File: config.mk
export PLATFORM = sky130hd
export DESIGN_NAME = iowin_xlate
export DESIGN_NICKNAME = d
export VERILOG_FILES = /design/src/rtl/iowin_pkg.sv /design/src/rtl/iowin_portmap.sv /design/src/rtl/iowin_laneswap.sv /design/src/rtl/iowin_txn_ctl.sv /design/src/rtl/iowin_xlate.sv
export SDC_FILE = /design/constraint.sdc
export NUM_CORES = 1
export LEC_CHECK = 0
export ABC_AREA = 1
export BUFFER_PORTS_ARGS = -buffer_cell sky130_fd_sc_hd__buf_2
export CAP_MARGIN = 10
export CORE_MARGIN = 1.5
export CORE_UTILIZATION = 25
export CTS_CLUSTER_DIAMETER = 50
export CTS_CLUSTER_SIZE = 16
export DETAILED_ROUTE_END_ITERATION = 6
export MAX_ROUTING_LAYER = met4
export PLACE_DENSITY = 0.47
export SLEW_MARGIN = 20
export SYNTH_ARGS = -nofsm -noshare
export SYNTH_HDL_FRONTEND = slang
export SYNTH_SLANG_ARGS = --single-unit
File: constraint.sdc
create_clock -name clk -period 1.7 [get_ports clk]
set_clock_uncertainty 0.05 [all_clocks]
set_input_delay 0.17 -clock clk [delete_from_list [all_inputs] [get_ports clk]]
set_output_delay 0.17 -clock clk [all_outputs]
set_load 0.005 [all_outputs]
File: src/rtl/iowin_pkg.sv
package iowin_pkg;
   typedef enum logic [1:0] {
      SZ_BYTE = 2'b00,
      SZ_HALF = 2'b01,
      SZ_WORD = 2'b10
   } acc_size_e;

   typedef enum logic {
      ST_IDLE = 1'b0,
      ST_BUSY = 1'b1
   } txn_state_e;

   // number of byte lanes covered by a size code (word and reserved = all lanes)
   function automatic int unsigned lanes_of(input logic [1:0] sz, input int unsigned all_lanes);
      case (sz)
         SZ_BYTE: lanes_of = 1;
         SZ_HALF: lanes_of = (all_lanes < 2) ? all_lanes : 2;
         default: lanes_of = all_lanes;
      endcase
   endfunction
endpackage

File: src/rtl/iowin_portmap.sv
module iowin_portmap #(
   parameter int OFS_W   = 23,
   parameter int PORT_W  = 16,
   parameter int LO_BITS = 5,
   parameter int HI_LSB  = 12
) (
   input  logic [OFS_W-1:0]  ofs,
   input  logic              sparse,
   output logic [PORT_W-1:0] port
);
   localparam int HI_W = PORT_W - LO_BITS;

   if (PORT_W > OFS_W) begin : g_bad_w
      $error("iowin_portmap: PORT_W must not exceed OFS_W");
   end
   if (HI_LSB + HI_W > OFS_W) begin : g_bad_hi
      $error("iowin_portmap: sparse high field overruns the offset");
   end
   if (LO_BITS >= PORT_W || LO_BITS > HI_LSB) begin : g_bad_lo
      $error("iowin_portmap: low field must be narrower than the port and below the high field");
   end

   logic [PORT_W-1:0] contig_addr;
   logic [PORT_W-1:0] sparse_addr;

   assign contig_addr = ofs[PORT_W-1:0];
   assign sparse_addr = {ofs[HI_LSB +: HI_W], ofs[LO_BITS-1:0]};
   assign port        = sparse ? sparse_addr : contig_addr;
endmodule

File: src/rtl/iowin_laneswap.sv
module iowin_laneswap
   import iowin_pkg::*;
#(
   parameter int DATA_W       = 32,
   parameter bit SWAP_SUPPORT = 1'b1
) (
   input  logic [DATA_W-1:0] din,
   input  logic [1:0]        size,
   input  logic              swap,
   output logic [DATA_W-1:0] dout
);
   localparam int LANES = DATA_W / 8;
   localparam int LIDX_W = (LANES > 1) ? $clog2(LANES) : 1;

   if (DATA_W % 8 != 0 || LANES < 1) begin : g_bad_w
      $error("iowin_laneswap: DATA_W must be a positive multiple of 8");
   end

   int unsigned active;
   assign active = lanes_of(size, LANES);

   for (genvar i = 0; i < LANES; i++) begin : g_lane
      logic [LIDX_W-1:0] src;
      if (SWAP_SUPPORT) begin : g_sw
         always_comb begin
            if (swap && (i < active)) src = LIDX_W'(active - 1 - i);
            else                      src = LIDX_W'(i);
         end
      end else begin : g_nosw
         assign src = LIDX_W'(i);
      end
      always_comb begin
         if (i < active) dout[8*i +: 8] = din[8*src +: 8];
         else            dout[8*i +: 8] = 8'h00;
      end
   end
endmodule

File: src/rtl/iowin_txn_ctl.sv
module iowin_txn_ctl
   import iowin_pkg::*;
#(
   parameter int PORT_W = 16,
   parameter int DATA_W = 32
) (
   input  logic              clk,
   input  logic              rst_n,
   input  logic              cpu_req,
   input  logic              cpu_we,
   input  logic [1:0]        cpu_size,
   input  logic              swap_in,
   input  logic [PORT_W-1:0] port_in,
   input  logic [DATA_W-1:0] wdata_cv,
   output logic              cpu_ready,
   output logic [DATA_W-1:0] cpu_rdata,
   output logic              io_req,
   output logic              io_we,
   output logic [1:0]        io_size,
   output logic [PORT_W-1:0] io_addr,
   output logic [DATA_W-1:0] io_wdata,
   output logic              held_swap,
   input  logic              io_ack,
   input  logic [DATA_W-1:0] rdata_cv
);
   txn_state_e state_q;
   logic       accept;

   assign cpu_ready = (state_q == ST_IDLE);
   assign accept    = cpu_ready && cpu_req;

   always_ff @(posedge clk) begin
      if (!rst_n) begin
         state_q   <= ST_IDLE;
         io_req    <= 1'b0;
         io_we     <= 1'b0;
         io_size   <= SZ_BYTE;
         io_addr   <= '0;
         io_wdata  <= '0;
         held_swap <= 1'b0;
         cpu_rdata <= '0;
      end else begin
         case (state_q)
            ST_IDLE: begin
               if (accept) begin
                  state_q   <= ST_BUSY;
                  io_req    <= 1'b1;
                  io_we     <= cpu_we;
                  io_size   <= cpu_size;
                  io_addr   <= port_in;
                  io_wdata  <= wdata_cv;
                  held_swap <= swap_in;
               end
            end
            default: begin
               if (io_ack) begin
                  state_q   <= ST_IDLE;
                  io_req    <= 1'b0;
                  cpu_rdata <= rdata_cv;
               end
            end
         endcase
      end
   end


   req_hold_chk: assert property (@(posedge clk) disable iff (!rst_n)
      io_req && !io_ack |=> io_req && !cpu_ready);

   req_excl_chk: assert property (@(posedge clk) disable iff (!rst_n)
      io_req |-> !cpu_ready);

   ack_done_chk: assert property (@(posedge clk) disable iff (!rst_n)
      io_req && io_ack |=> cpu_ready && !io_req);

   accept_launch_chk: assert property (@(posedge clk) disable iff (!rst_n)
      cpu_req && cpu_ready |=> io_req);

   addr_stable_chk: assert property (@(posedge clk) disable iff (!rst_n)
      io_req && !io_ack |=> $stable(io_addr) && $stable(io_wdata) && $stable(io_size) && $stable(io_we));

   rdata_idle_chk: assert property (@(posedge clk) disable iff (!rst_n)
      cpu_ready && !io_req && !(io_ack) |=> $stable(cpu_rdata));
endmodule

File: src/rtl/iowin_xlate.sv
module iowin_xlate
   import iowin_pkg::*;
#(
   parameter int OFS_W        = 23,
   parameter int PORT_W       = 16,
   parameter int DATA_W       = 32,
   parameter int LO_BITS      = 5,
   parameter int HI_LSB       = 12,
   parameter bit SWAP_SUPPORT = 1'b1
) (
   input  logic              clk,
   input  logic              rst_n,
   input  logic              map_wr,
   input  logic              map_sparse_d,
   input  logic              be_swap,
   input  logic              cpu_req,
   input  logic              cpu_we,
   input  logic [1:0]        cpu_size,
   input  logic [OFS_W-1:0]  cpu_ofs,
   input  logic [DATA_W-1:0] cpu_wdata,
   output logic              cpu_ready,
   output logic [DATA_W-1:0] cpu_rdata,
   output logic              io_req,
   output logic              io_we,
   output logic [1:0]        io_size,
   output logic [PORT_W-1:0] io_addr,
   output logic [DATA_W-1:0] io_wdata,
   input  logic              io_ack,
   input  logic [DATA_W-1:0] io_rdata
);
   logic              map_sparse_q;
   logic [PORT_W-1:0] port_nxt;
   logic [DATA_W-1:0] wdata_cv;
   logic [DATA_W-1:0] rdata_cv;
   logic              held_swap;

   always_ff @(posedge clk) begin
      if (!rst_n)      map_sparse_q <= 1'b0;
      else if (map_wr) map_sparse_q <= map_sparse_d;
   end

   iowin_portmap #(
      .OFS_W(OFS_W), .PORT_W(PORT_W), .LO_BITS(LO_BITS), .HI_LSB(HI_LSB)
   ) u_map (
      .ofs(cpu_ofs), .sparse(map_sparse_q), .port(port_nxt)
   );

   iowin_laneswap #(.DATA_W(DATA_W), .SWAP_SUPPORT(SWAP_SUPPORT)) u_wswap (
      .din(cpu_wdata), .size(cpu_size), .swap(be_swap), .dout(wdata_cv)
   );

   iowin_laneswap #(.DATA_W(DATA_W), .SWAP_SUPPORT(SWAP_SUPPORT)) u_rswap (
      .din(io_rdata), .size(io_size), .swap(held_swap), .dout(rdata_cv)
   );

   iowin_txn_ctl #(.PORT_W(PORT_W), .DATA_W(DATA_W)) u_ctl (
      .clk(clk), .rst_n(rst_n),
      .cpu_req(cpu_req), .cpu_we(cpu_we), .cpu_size(cpu_size),
      .swap_in(be_swap), .port_in(port_nxt), .wdata_cv(wdata_cv),
      .cpu_ready(cpu_ready), .cpu_rdata(cpu_rdata),
      .io_req(io_req), .io_we(io_we), .io_size(io_size),
      .io_addr(io_addr), .io_wdata(io_wdata), .held_swap(held_swap),
      .io_ack(io_ack), .rdata_cv(rdata_cv)
   );


   size_fwd_chk: assert property (@(posedge clk) disable iff (!rst_n)
      cpu_req && cpu_ready |=> io_size == $past(cpu_size) && io_we == $past(cpu_we));

   contig_addr_chk: assert property (@(posedge clk) disable iff (!rst_n)
      cpu_req && cpu_ready && !map_sparse_q |=> io_addr == $past(cpu_ofs[PORT_W-1:0]));

   byte_lane_chk: assert property (@(posedge clk) disable iff (!rst_n)
      io_req && io_size == SZ_BYTE |-> io_wdata[DATA_W-1:8] == '0);
endmodule

After elaboration in Yosys (flattened, before gate mapping)
Index checks and enable logic that the tools add are counted.

storage, ports and cells
  bits in registers = 87
  latch bits = 0
  memory bits (writable) = 0
  ROM bits = 0
  bits of input ports = 97
  output and inout bits = 85
  word-level logic and storage cells = 77
  memories kept = 0

operators by class
  add/sub/neg operators = 8
  $mul = 0
  divide/modulo/power cells = 0
  $lt $le $gt $ge = 8
  equal/unequal tests = 3
  shifts and indexed selects = 8
  muxes and demuxes = 25
  bitwise logic cells = 1
  reductions and logical operators = 15

operators with widths
  operator                                                              number
  32-bit by 6-bit indexed part select with 8-bit output                 8
  8-bit two-way mux                                                     8
  16-bit two-way mux                                                    1
  2-bit two-way mux                                                     8
  1-bit by 3-bit < comparator with 1-bit output (first input constant)  4
  2-bit by 3-bit < comparator with 1-bit output (first input constant)  4
  3-bit case mux with 2 select lines                                    2
  1-bit logical AND                                                     9
  2-bit by 1-bit subtractor with 2-bit output (second input constant)   4
  2-bit subtractor (second input constant)                              4
  1-bit two-way mux                                                     6
  2-bit AND reduction                                                   3
  2-bit by 1-bit == test with 1-bit output (second input constant)      2
  2-bit logical NOT                                                     2
  2-bit inequality test (second input constant)                         1
  2-bit nonzero test                                                    1
  1-bit inverter                                                        1

Longest topological paths before layout
Gate-level depths: netlist (run 1).

  word-level depth = 7
  gate-level depth with buffers = 13
  mapped depth without buffers = 11

Hierarchy
From an unflattened synthesis (run 1), not the netlist that was laid out.

second synthesis, totals
  cells, all modules = 1003
  area total of the unflattened synthesis = 5850.6 um^2

by module, submodules not included
  module          instances  cells each  area an instance (um^2)  seq. area each (um^2)
  iowin_txn_ctl   1          486         3463.3                   1721.7
  iowin_laneswap  2          235         1081.0                   0.0
  iowin_portmap   1          41          183.9                    0.0
  iowin_xlate     1          6           41.3                     20.0

Least setup slack after synthesis (run 1)
No wires, ideal clock.

  path kind = flip-flop to flip-flop
  start point = register u_ctl.io_size[1]
  end point = register u_ctl.cpu_rdata[1]
  setup time = 0.113 ns
  arrival = 1.734 ns
  data required time = 1.537 ns
  setup slack = -0.197 ns
  cell stages (with the launch flop) = 12
  path buffers = 2
  clock period less this slack = 1.897 ns
  cell sequence = dfxtp_1 nor2_2 inv_1 buf_2 ha_1 inv_1 nand2_1 clkbuf_1 a21oi_1 o21ai_0 nand3_1 nand2_1

on the way
  longest elaborated chain between the ends = 7
  elaborated cells between the ends (all ways) = 9
  those cells by class = add/sub (1); order compare (1); eq/ne (1); shift (1); mux (3); reduce/logical (2)

ends and longest elaborated chain
  element                                                                               line                                        RTL
  from (decl)                                                                           iowin_txn_ctl.sv:19                         output logic [1:0] io_size,
  from (signal assigned)                                                                iowin_txn_ctl.sv:49                         io_size <= cpu_size;
  2-bit by 1-bit == test with 1-bit output / 2-bit logical NOT (equally long branches)  iowin_pkg.sv:15                             case (sz)
  3-bit case mux with 2 select lines *                                                  iowin_pkg.sv:15
  1-bit by 3-bit < comparator with 1-bit output                                         iowin_laneswap.sv:26, iowin_laneswap.sv:33
  1-bit logical AND                                                                     iowin_laneswap.sv:26                        if (swap && (i < active)) src = LIDX_W'(active - 1 - i);
  2-bit two-way mux                                                                     iowin_laneswap.sv:26
  32-bit by 6-bit indexed part select with 8-bit output                                 iowin_laneswap.sv:33                        if (i < active) dout[8*i +: 8] = din[8*src +: 8];
  8-bit two-way mux *                                                                   iowin_laneswap.sv:33
  to (signal assigned)                                                                  iowin_txn_ctl.sv:59                         cpu_rdata <= rdata_cv;
  to (decl)                                                                             iowin_txn_ctl.sv:16                         output logic [DATA_W-1:0] cpu_rdata,

Every way passes the cells marked *; elsewhere a longest branch is shown, timed or not.
A chain may end at the register's enable or synchronous reset.

Worst setup path after layout (run 1)
  start point = register u_ctl.io_size[0]
  end point = register u_ctl.cpu_rdata[23]

on the way
  longest elaborated chain between the ends = 7
  elaborated cells between the ends (all ways) = 10
  those cells by class = add/sub (2); order compare (1); eq/ne (1); shift (1); mux (3); reduce/logical (2)

ends and longest elaborated chain
  element                                                                                                              line
  2-bit by 1-bit == test with 1-bit output / 2-bit logical NOT (equally long branches)                                 iowin_pkg.sv:15
  3-bit case mux with 2 select lines *                                                                                 iowin_pkg.sv:15
  2-bit by 1-bit subtractor with 2-bit output / 2-bit by 3-bit < comparator with 1-bit output (equally long branches)  iowin_laneswap.sv:26, iowin_laneswap.sv:33
  2-bit subtractor / 1-bit logical AND (equally long branches)                                                         iowin_laneswap.sv:26
  2-bit two-way mux                                                                                                    iowin_laneswap.sv:26
  32-bit by 6-bit indexed part select with 8-bit output                                                                iowin_laneswap.sv:33
  8-bit two-way mux *                                                                                                  iowin_laneswap.sv:33

Marked as above.

==> insert_results.sql, run 1 <==
INSERT INTO impl_metrics (metric_group, metric, value, unit) VALUES
('outcome', 'outcome', 'finished clean', ''),
('placed_design', 'place_area', '6072', 'µm²'),
('logic_synthesis', 'synth_cells', '750', ''),
('pwr', 'powerDensity', '822.6', 'nW/µm²'),
('clock_network', 'numClockSinks', '87', ''),
('layout', 'fillerInstances', '2099', ''),
('grt', 'first_global_vias', '5563', ''),
('timing', 'grt_setup_unrepaired', 'yes', ''),
('logic_synthesis', 'syn-cell-area', '4728', 'µm²'),
('timing', 'timing.max_slew.rel_slack', '58.35', '%'),
('clock_network', 'cts_tree', 'yes', ''),
('route', 'route.antenna.remaining_nets', '0', ''),
('die', 'placementRows', '50', ''),
('clock_network', 'clkLatencyLatePin', '0.36', 'ns'),
('setup_path', 'timing.critical_path.from_type', 'register', ''),
('placed_design', 'dp.cells', '1160', ''),
('layout', 'area_delta_synth_final', '37.76', '%'),
('setup_path', 'criticalPathCategory', 'reg -> reg', ''),
('layout', 'finish.net_count', '1048', ''),
('route', 'vias', '5717', ''),
('die', 'die_area', '19750', 'µm²'),
('route', 'wirelength', '18480', 'µm'),
('logic_synthesis', 'synth_seq_cells', '87', ''),
('layout', 'mostFrequentLayoutCells', 'sky130_fd_sc_hd__nand2_1 (220), sky130_fd_sc_hd__buf_2 (181), sky130_fd_sc_hd__a21oi_1 (93)', ''),
('clock_network', 'cts.clk_slew.worst_paths', '0.07', 'ns'),
('layout', 'final_layout_size_suffix_gt1_share', '27.15', '%'),
('pwr', 'p_leak', '3.219', 'nW'),
('die', 'core_area', '18640', 'µm²'),
('timing', 'finalSetupViolations', '0', ''),
('job', 'timing.max_cap.violations', '0', ''),
('grt', 'grt.overflow.total', '0', ''),
('setup_path', 'crit_fanout', '15', ''),
('grt', 'number_of_antenna_violations_at_the_first_check_in_global_routing', '0', ''),
('die', 'effective_utilization_at_floorplan', '25.36', '%'),
('logic_synthesis', 'synth.avg_cell_area', '6.304', 'µm²'),
('pwr', 'worst_voltage_drop_across_the_vdd_grid', '0.0004675', 'V'),
('logic_synthesis', 'synth_nets', '849', ''),
('placed_design', 'port_buffers', '181', ''),
('layout', 'fin_cells', '1188', ''),
('grt', 'globalRouteTotalUtil', '19.38', '%'),
('route', 'detail_route.first_pass.iterations', '4', ''),
('timing', 'hold_viol', '0', ''),
('route', 'remaining_drc_errors', '0', ''),
('timing', 'timing_max_transition_violations_final', '0', ''),
('grt', 'grt_first_pass_wirelength', '28930', 'µm'),
('die', 'die_x', '140.5', 'µm'),
('timing', 'setup_tns', '0', 'ns'),
('route', 'route.detailed.vias_per_inst', '4.812', ''),
('timing', 'hold_ws', '0.01677', 'ns'),
('setup_path', 'timing.critical_path.required', '1.89', 'ns'),
('timing', 'max_freq', '624.1', 'MHz'),
('die', 'die-height', '140.5', 'µm'),
('layout', 'final_cell_area', '6514', 'µm²'),
('clock_network', 'clk_root_buffer_cell', 'sky130_fd_sc_hd__clkbuf_16', ''),
('die', 'design.portCount', '182', ''),
('clock_network', 'ctsHtreeMaxLevel', '3', ''),
('grt', 'largest_net_degree_at_the_start_of_global_routing', '38', ''),
('route', 'drtIter0Drc', '485', ''),
('layout', 'antennaDiodeCount', '0', ''),
('timing', 'period_needed', '1.602', 'ns'),
('worst_hold_path', 'hold_class', 'in -> reg', ''),
('logic_synthesis', 'netlist-cell-type-count', '23', ''),
('timing', 'tightest_slew', '0.6225', 'ns'),
('logic_synthesis', 'synth_sequential_area_ratio', '36.84', '%'),
('clock_network', 'cts_made_buffers', '9', ''),
('clock_network', 'clk_path_buf_depth', '2', ''),
('timing', 'layout_worst_path_cycle_share', '94.26', '%'),
('layout', 'final_common_cell', 'sky130_fd_sc_hd__nand2_1', ''),
('pwr', 'fin_total_pwr', '0.005358', 'W'),
('setup_path', 'cp.arrival', '1.79', 'ns'),
('setup_path', 'end_kind', 'register', ''),
('logic_synthesis', 'yosys_warnings', '0', ''),
('placed_design', 'place_hpwl', '13860', 'µm'),
('placed_design', 'gp_congestion', '0.9372', ''),
('route', 'detail_route.wl_per_cell', '15.56', 'µm');
## sequential cells by signal, indices dropped and copies added (netlist names)
name,count
map_sparse_q,1
u_ctl.cpu_rdata,32
u_ctl.held_swap,1
u_ctl.io_addr,16
u_ctl.io_req,1
u_ctl.io_size,2
u_ctl.io_wdata,32
u_ctl.io_we,1
u_ctl.state_q,1
## metal layers
metal / routed length (µm) / vias to the layer above / GRT usage (%)
met2: 8640 / 192 / 31.92
met1: 8339 / 2633 / 23.77
met4: 220 / 0 / 5.702
li1: - / 2873 / -
met5: 0 / - / -
met3: 1284 / 19 / 4.308
## cell families after synthesis
kind of cell	Yosys count	synth area share (%)
flip-flops	87	36.84
adder cells (fa/ha/maj)	2	0.5292
AND/OR/NAND/NOR	332	29.06
AO/OA/AOI/OAI	218	24.13
buffers and inverters	111	9.447
## through the flow
stage / util, % / setup slack [ns]
after floorplan: - / 0.04082
after global placement: 32.57 / 0.00001998
after detailed placement: 32.57 / -0.05841
after CTS: 34.58 / 0.01834
after global routing: 34.94 / 0.0003755
final: 34.94 / 0.09759
## critical path: stages (launching register included)
cell                      delay (ns)
sky130_fd_sc_hd__dfxtp_4        0.37
sky130_fd_sc_hd__nor2_4         0.11
sky130_fd_sc_hd__inv_2          0.07
sky130_fd_sc_hd__ha_4           0.24
sky130_fd_sc_hd__inv_2          0.07
sky130_fd_sc_hd__nand2_4        0.07
sky130_fd_sc_hd__buf_12         0.16
sky130_fd_sc_hd__buf_4          0.14
sky130_fd_sc_hd__a21oi_1        0.14
sky130_fd_sc_hd__o21ai_1        0.07
## final timing paths
kind                                         start  depth (start not counted)                               end  slack, ns
setup / recovery     u_ctl.io_size[0]$_SDFFE_PN0P_                          9  u_ctl.cpu_rdata[23]$_SDFFE_PN0P_        0.1
hold / removal                         cpu_ofs[20]                          3    u_ctl.io_addr[13]$_SDFFE_PN0P_       0.02
setup reg to reg     u_ctl.io_size[0]$_SDFFE_PN0P_                          9  u_ctl.cpu_rdata[23]$_SDFFE_PN0P_        0.1
hold reg to reg   u_ctl.cpu_rdata[25]$_SDFFE_PN0P_                          2  u_ctl.cpu_rdata[25]$_SDFFE_PN0P_       0.40
## power breakdown
| part | switching (W) | leakage (nW) | internal, W |
|---|---|---|---|
| registers | 0.0000719 | 0.714 | 0.00216 |
| logic | 0.000715 | 2.38 | 0.000462 |
| clock network | 0.000944 | 0.129 | 0.00100 |
## timing repair
item	CTS	global route
buffers inserted	0	1
gates cloned	0	1
gates resized for setup	1	17
pin swaps	0	2
endpoints found under the hold margin	9	0
hold buffers	10	0
setup endpoints to repair	1	17
## layout make-up
type	count	area [µm²]	share of cell area, %
Clock buffer	10	229.0	3.515
Clock inverter	6	46.29	0.7107
Inverter	74	284.0	4.360
Multi-Input combinational cell	552	2596	39.86
Sequential cell	87	1749	26.85
Tap cell	234	292.8	4.495
Timing Repair Buffer	225	1316	20.21
## cells in the mapped netlist, drive strengths merged
master | instances | area share (%)
a21oi | 96 | 10
nand4 | 8 | 1.1
o2111ai | 6 | 1.1
o21ai | 105 | 11
nor2 | 42 | 4.0
dfxtp | 87 | 37
clkbuf | 17 | 1.3
nor3 | 2 | 0.21
nand3 | 52 | 5.5
nand2 | 228 | 18
clkinv | 1 | 0.11
buf | 20 | 2.2
o211ai | 9 | 1.4
inv | 73 | 5.8
ha | 2 | 0.53
o31ai | 2 | 0.32
No activity file was read; power rests on OpenSTA's default activity.
==> run 2: changes to the inputs <==
--- a/config.mk
+++ b/config.mk
@@ -14,8 +14,9 @@
 export CTS_CLUSTER_SIZE = 16
 export DETAILED_ROUTE_END_ITERATION = 6
 export MAX_ROUTING_LAYER = met4
-export PLACE_DENSITY = 0.47
+export PLACE_DENSITY = 0.45
 export SLEW_MARGIN = 20
 export SYNTH_ARGS = -nofsm -noshare
 export SYNTH_HDL_FRONTEND = slang
+export SYNTH_HIERARCHICAL = 1
 export SYNTH_SLANG_ARGS = --single-unit
==> insert_results.sql, run 2 <==
INSERT INTO impl_metrics (metric_group, metric, value, unit) VALUES
('layout', 'final_cell_area', '7672', 'µm²'),
('placed_design', 'dp_slack', '-0.04479', 'ns'),
('logic_synthesis', 'ys_top_cells_by_area', 'sky130_fd_sc_hd__dfxtp_1 (30%), sky130_fd_sc_hd__nand2_1 (15%), sky130_fd_sc_hd__nor2_1 (14%)', ''),
('setup_path', 'cp.arrival', '1.82', 'ns'),
('logic_synthesis', 'synth_cells', '1003', ''),
('die', 'die_x', '156.0', 'µm'),
('placed_design', 'port_buffers', '181', ''),
('grt', 'number_of_antenna_violations_at_the_first_check_in_global_routing', '0', ''),
('setup_path', 'timing.critical_path.buf_inv', '3', ''),
('setup_path', 'end_kind', 'register', ''),
('route', 'route.detailed.vias_per_inst', '4.505', ''),
('placed_design', 'gp_congestion', '0.9126', ''),
('timing', 'finalSetupViolations', '0', ''),
('layout', 'seqCellArea', '1749', 'µm²'),
('grt', 'largest_net_degree_at_the_start_of_global_routing', '54', ''),
('pwr', 'p_leak', '4.114', 'nW'),
('route', 'wirelength', '22810', 'µm'),
('layout', 'biggestRegsByFlops', 'u_ctl/cpu_rdata x32, u_ctl/io_wdata x32, u_ctl/io_addr x16', ''),
('route', 'route.antenna.remaining_nets', '0', ''),
('clock_network', 'numClockSinks', '87', ''),
('logic_synthesis', 'yosys_most_used_dff', 'sky130_fd_sc_hd__dfxtp_1', ''),
('worst_hold_path', 'holdPathEnd', 'map_sparse_q$_SDFFE_PN0P_', ''),
('layout', 'final_core_util', '33.68', '%'),
('die', 'placementRows', '55', ''),
('setup_path', 'critical_path.startpoint', 'u_ctl/io_size[1]$_SDFFE_PN0P_', ''),
('clock_network', 'cts.clk_slew.worst_paths', '0.07', 'ns'),
('clock_network', 'cts_made_buffers', '9', ''),
('timing', 'final_critical_path_setup_slack', '0.08076', 'ns'),
('die', 'design.portCount', '182', ''),
('setup_path', 'worstRegToRegCells', '10', ''),
('layout', 'final_layout_size_suffix_gt1_share', '26.15', '%'),
('placed_design', 'place_area', '7258', 'µm²'),
('job', 'timing.max_cap.violations', '0', ''),
('logic_synthesis', 'synth.avg_cell_area', '5.833', 'µm²'),
('clock_network', 'cts_tree', 'yes', ''),
('timing', 'timing_max_transition_violations_final', '0', ''),
('layout', 'final_common_cell', 'sky130_fd_sc_hd__nand2_1', ''),
('setup_path', 'timing.critical_path.required', '1.90', 'ns'),
('logic_synthesis', 'synth_seq_cells', '87', ''),
('setup_path', 'crit_fanout', '16', ''),
('die', 'die_area', '24330', 'µm²'),
('layout', 'fillerInstances', '2647', ''),
('setup_path', 'critical_path.top_delay_family', 'flip-flops', ''),
('timing', 'grt_setup_unrepaired', 'yes', ''),
('logic_synthesis', 'synth_area_leader_cell', 'sky130_fd_sc_hd__dfxtp_1', ''),
('logic_synthesis', 'most_common_cell_in_the_synthesized_netlist', 'sky130_fd_sc_hd__nand2_1', ''),
('route', 'drtIter0Drc', '440', ''),
('timing', 'tightest_slew', '0.8080', 'ns'),
('clock_network', 'clk_path_buf_depth', '2', ''),
('placed_design', 'dp.cells', '1485', ''),
('die', 'effective_utilization_at_floorplan', '25.69', '%'),
('setup_path', 'rr_startpoint', 'u_ctl/io_size[1]$_SDFFE_PN0P_', ''),
('setup_path', 'crit_slowest_cell', 'sky130_fd_sc_hd__dfxtp_4', ''),
('worst_hold_path', 'worst_hold_path.num_cells', '5', ''),
('route', 'detail_route.wl_per_cell', '15.15', 'µm'),
('clock_network', 'ctsHtreeMaxLevel', '3', ''),
('logic_synthesis', 'synth_commonest_cells', 'sky130_fd_sc_hd__nand2_1 (236), sky130_fd_sc_hd__nor2_1 (221), sky130_fd_sc_hd__inv_1 (104)', ''),
('die', 'core_area', '22780', 'µm²'),
('timing', 'max_freq', '617.6', 'MHz'),
('layout', 'antennaDiodeCount', '0', ''),
('die', 'die-height', '156.0', 'µm'),
('logic_synthesis', 'number_of_enable_flip_flop_cells_after_synthesis', '0', ''),
('layout', 'multi_input_comb_area', '3379', 'µm²'),
('layout', 'area_delta_synth_final', '31.14', '%'),
('logic_synthesis', 'netlist-cell-type-count', '20', ''),
('route', 'detail_route.first_pass.iterations', '6', ''),
('logic_synthesis', 'synth_nets', '1102', ''),
('timing', 'hold_viol', '0', ''),
('worst_hold_path', 'hold_class', 'in -> reg', ''),
('logic_synthesis', 'synthArstFlopShare', '0', '%'),
('placed_design', 'place_hpwl', '17220', 'µm'),
('logic_synthesis', 'syn-cell-area', '5851', 'µm²'),
('grt', 'globalRouteTotalUtil', '19.62', '%'),
('setup_path', 'cp.depth', '10', ''),
('layout', 'mostFrequentLayoutCells', 'sky130_fd_sc_hd__nand2_1 (232), sky130_fd_sc_hd__nor2_1 (218), sky130_fd_sc_hd__buf_2 (181)', ''),
('setup_path', 'timing.critical_path.from_type', 'register', ''),
('clock_network', 'clk_root_buffer_cell', 'sky130_fd_sc_hd__clkbuf_16', ''),
('route', 'remaining_drc_errors', '0', ''),
('setup_path', 'rr_endpoint', 'u_ctl/cpu_rdata[19]$_SDFFE_PN0P_', ''),
('route', 'vias', '6785', ''),
('grt', 'grt.overflow.total', '0', ''),
('pwr', 'powerDensity', '795.8', 'nW/µm²'),
('clock_network', 'clkLatencyLatePin', '0.35', 'ns'),
('timing', 'timing.max_slew.rel_slack', '46.13', '%'),
('pwr', 'worst_voltage_drop_across_the_vdd_grid', '0.0004263', 'V'),
('logic_synthesis', 'yosys_warnings', '6', ''),
('grt', 'grt_first_pass_wirelength', '36040', 'µm'),
('logic_synthesis', 'yosysTopAreaCellShare', '29.77', '%'),
('setup_path', 'critical-path-top-cell-by-count', 'sky130_fd_sc_hd__inv_4', ''),
('grt', 'first_global_vias', '6467', ''),
('timing', 'hold_ws', '0.05451', 'ns'),
('logic_synthesis', 'synth_sequential_area_ratio', '29.77', '%'),
('setup_path', 'r2r_slack', '0.08', 'ns'),
('timing', 'layout_worst_path_cycle_share', '95.25', '%'),
('setup_path', 'crit_chain', 'inv_4 > nand2_2 > ha_4 > inv_4 > nand2_8 > buf_4 > a21oi_2 > a21oi_1 > o21ai_1 > nor2_1', ''),
('setup_path', 'slowest_delay', '0.36', 'ns'),
('outcome', 'outcome', 'finished clean', ''),
('worst_hold_path', 'launch_point_of_the_worst_hold_path', 'map_sparse_d', ''),
('layout', 'fin_cells', '1506', ''),
('timing', 'period_needed', '1.619', 'ns'),
('layout', 'finish.net_count', '1287', ''),
('setup_path', 'criticalPathCategory', 'reg -> reg', '');
[run 2: metrics by stage]
| step | total power, W | TNS, ns |
|---|---|---|
| CTS | 0.006150 | 0 |
| detailed placement | 0.004149 | -0.07515 |
| global route | 0.006544 | -0.04881 |
| global placement | 0.004155 | -0.1028 |
| finish | 0.006106 | 0 |
| floorplan | 0.003431 | -1.139 |
[run 2: cells by family after synthesis]
logic type | share of synthesized area, %
buffers and inverters | 14.78
and+or+nand+nor | 40.83
adders and majority gates | 0.4276
AOI/OAI and AO/OA | 14.20
DFF | 29.77
[run 2: how the worst max path moves through the flow]
stage                                             to  slack [ns]
floorplan           u_ctl/cpu_rdata[31]$_SDFFE_PN0P_       -0.13
global placement    u_ctl/cpu_rdata[22]$_SDFFE_PN0P_       -0.07
detailed placement  u_ctl/cpu_rdata[22]$_SDFFE_PN0P_       -0.04
CTS                 u_ctl/cpu_rdata[22]$_SDFFE_PN0P_        0.01
global route        u_ctl/cpu_rdata[23]$_SDFFE_PN0P_       -0.03
finish              u_ctl/cpu_rdata[19]$_SDFFE_PN0P_        0.08
[run 2: power by group]
part	switching, W	total [W]	internal, W
Clock	0.000916	0.00195	0.00104
Sequential	0.0000997	0.00230	0.00220
Combinational	0.00113	0.00185	0.000723
[run 2: area by class of cell]
| type | count | area share (%) |
|---|---|---|
| clock buffer | 10 | 3.115 |
| clock inverter | 6 | 0.5708 |
| inverter | 112 | 5.838 |
| multi-input combinational | 739 | 44.05 |
| sequential | 87 | 22.80 |
| tap | 313 | 5.104 |
| timing repair buffer | 239 | 18.53 |
[run 2: repair_timing]
item                                    4_1_cts  5_1_grt
endpoints found under the hold margin         1        0
hold buffers                                  1        0
buffers inserted                              0        4
endpoints found under the setup margin        2       20
resized for setup                             1       25
pin swaps                                     0       12
cloned                                        0        0
[run 2: per-layer routing]
metal	routed length, µm	vias to the layer above	GRT usage, %
li1	-	3507	-
met1	11210	3051	26.77
met2	9845	195	29.21
met3	1196	32	2.889
met4	555	0	7.211
met5	0	-	-
[run 2: worst reg2reg max path, delay by kind of cell, from the launching register on]
family                   cells  cell delay [ns]
AND/OR/NAND/NOR              3             0.22
buffers and inverters        3             0.31
adder cells (fa/ha/maj)      1             0.24
AO/OA/AOI/OAI                3             0.32
flip-flops                   1             0.36
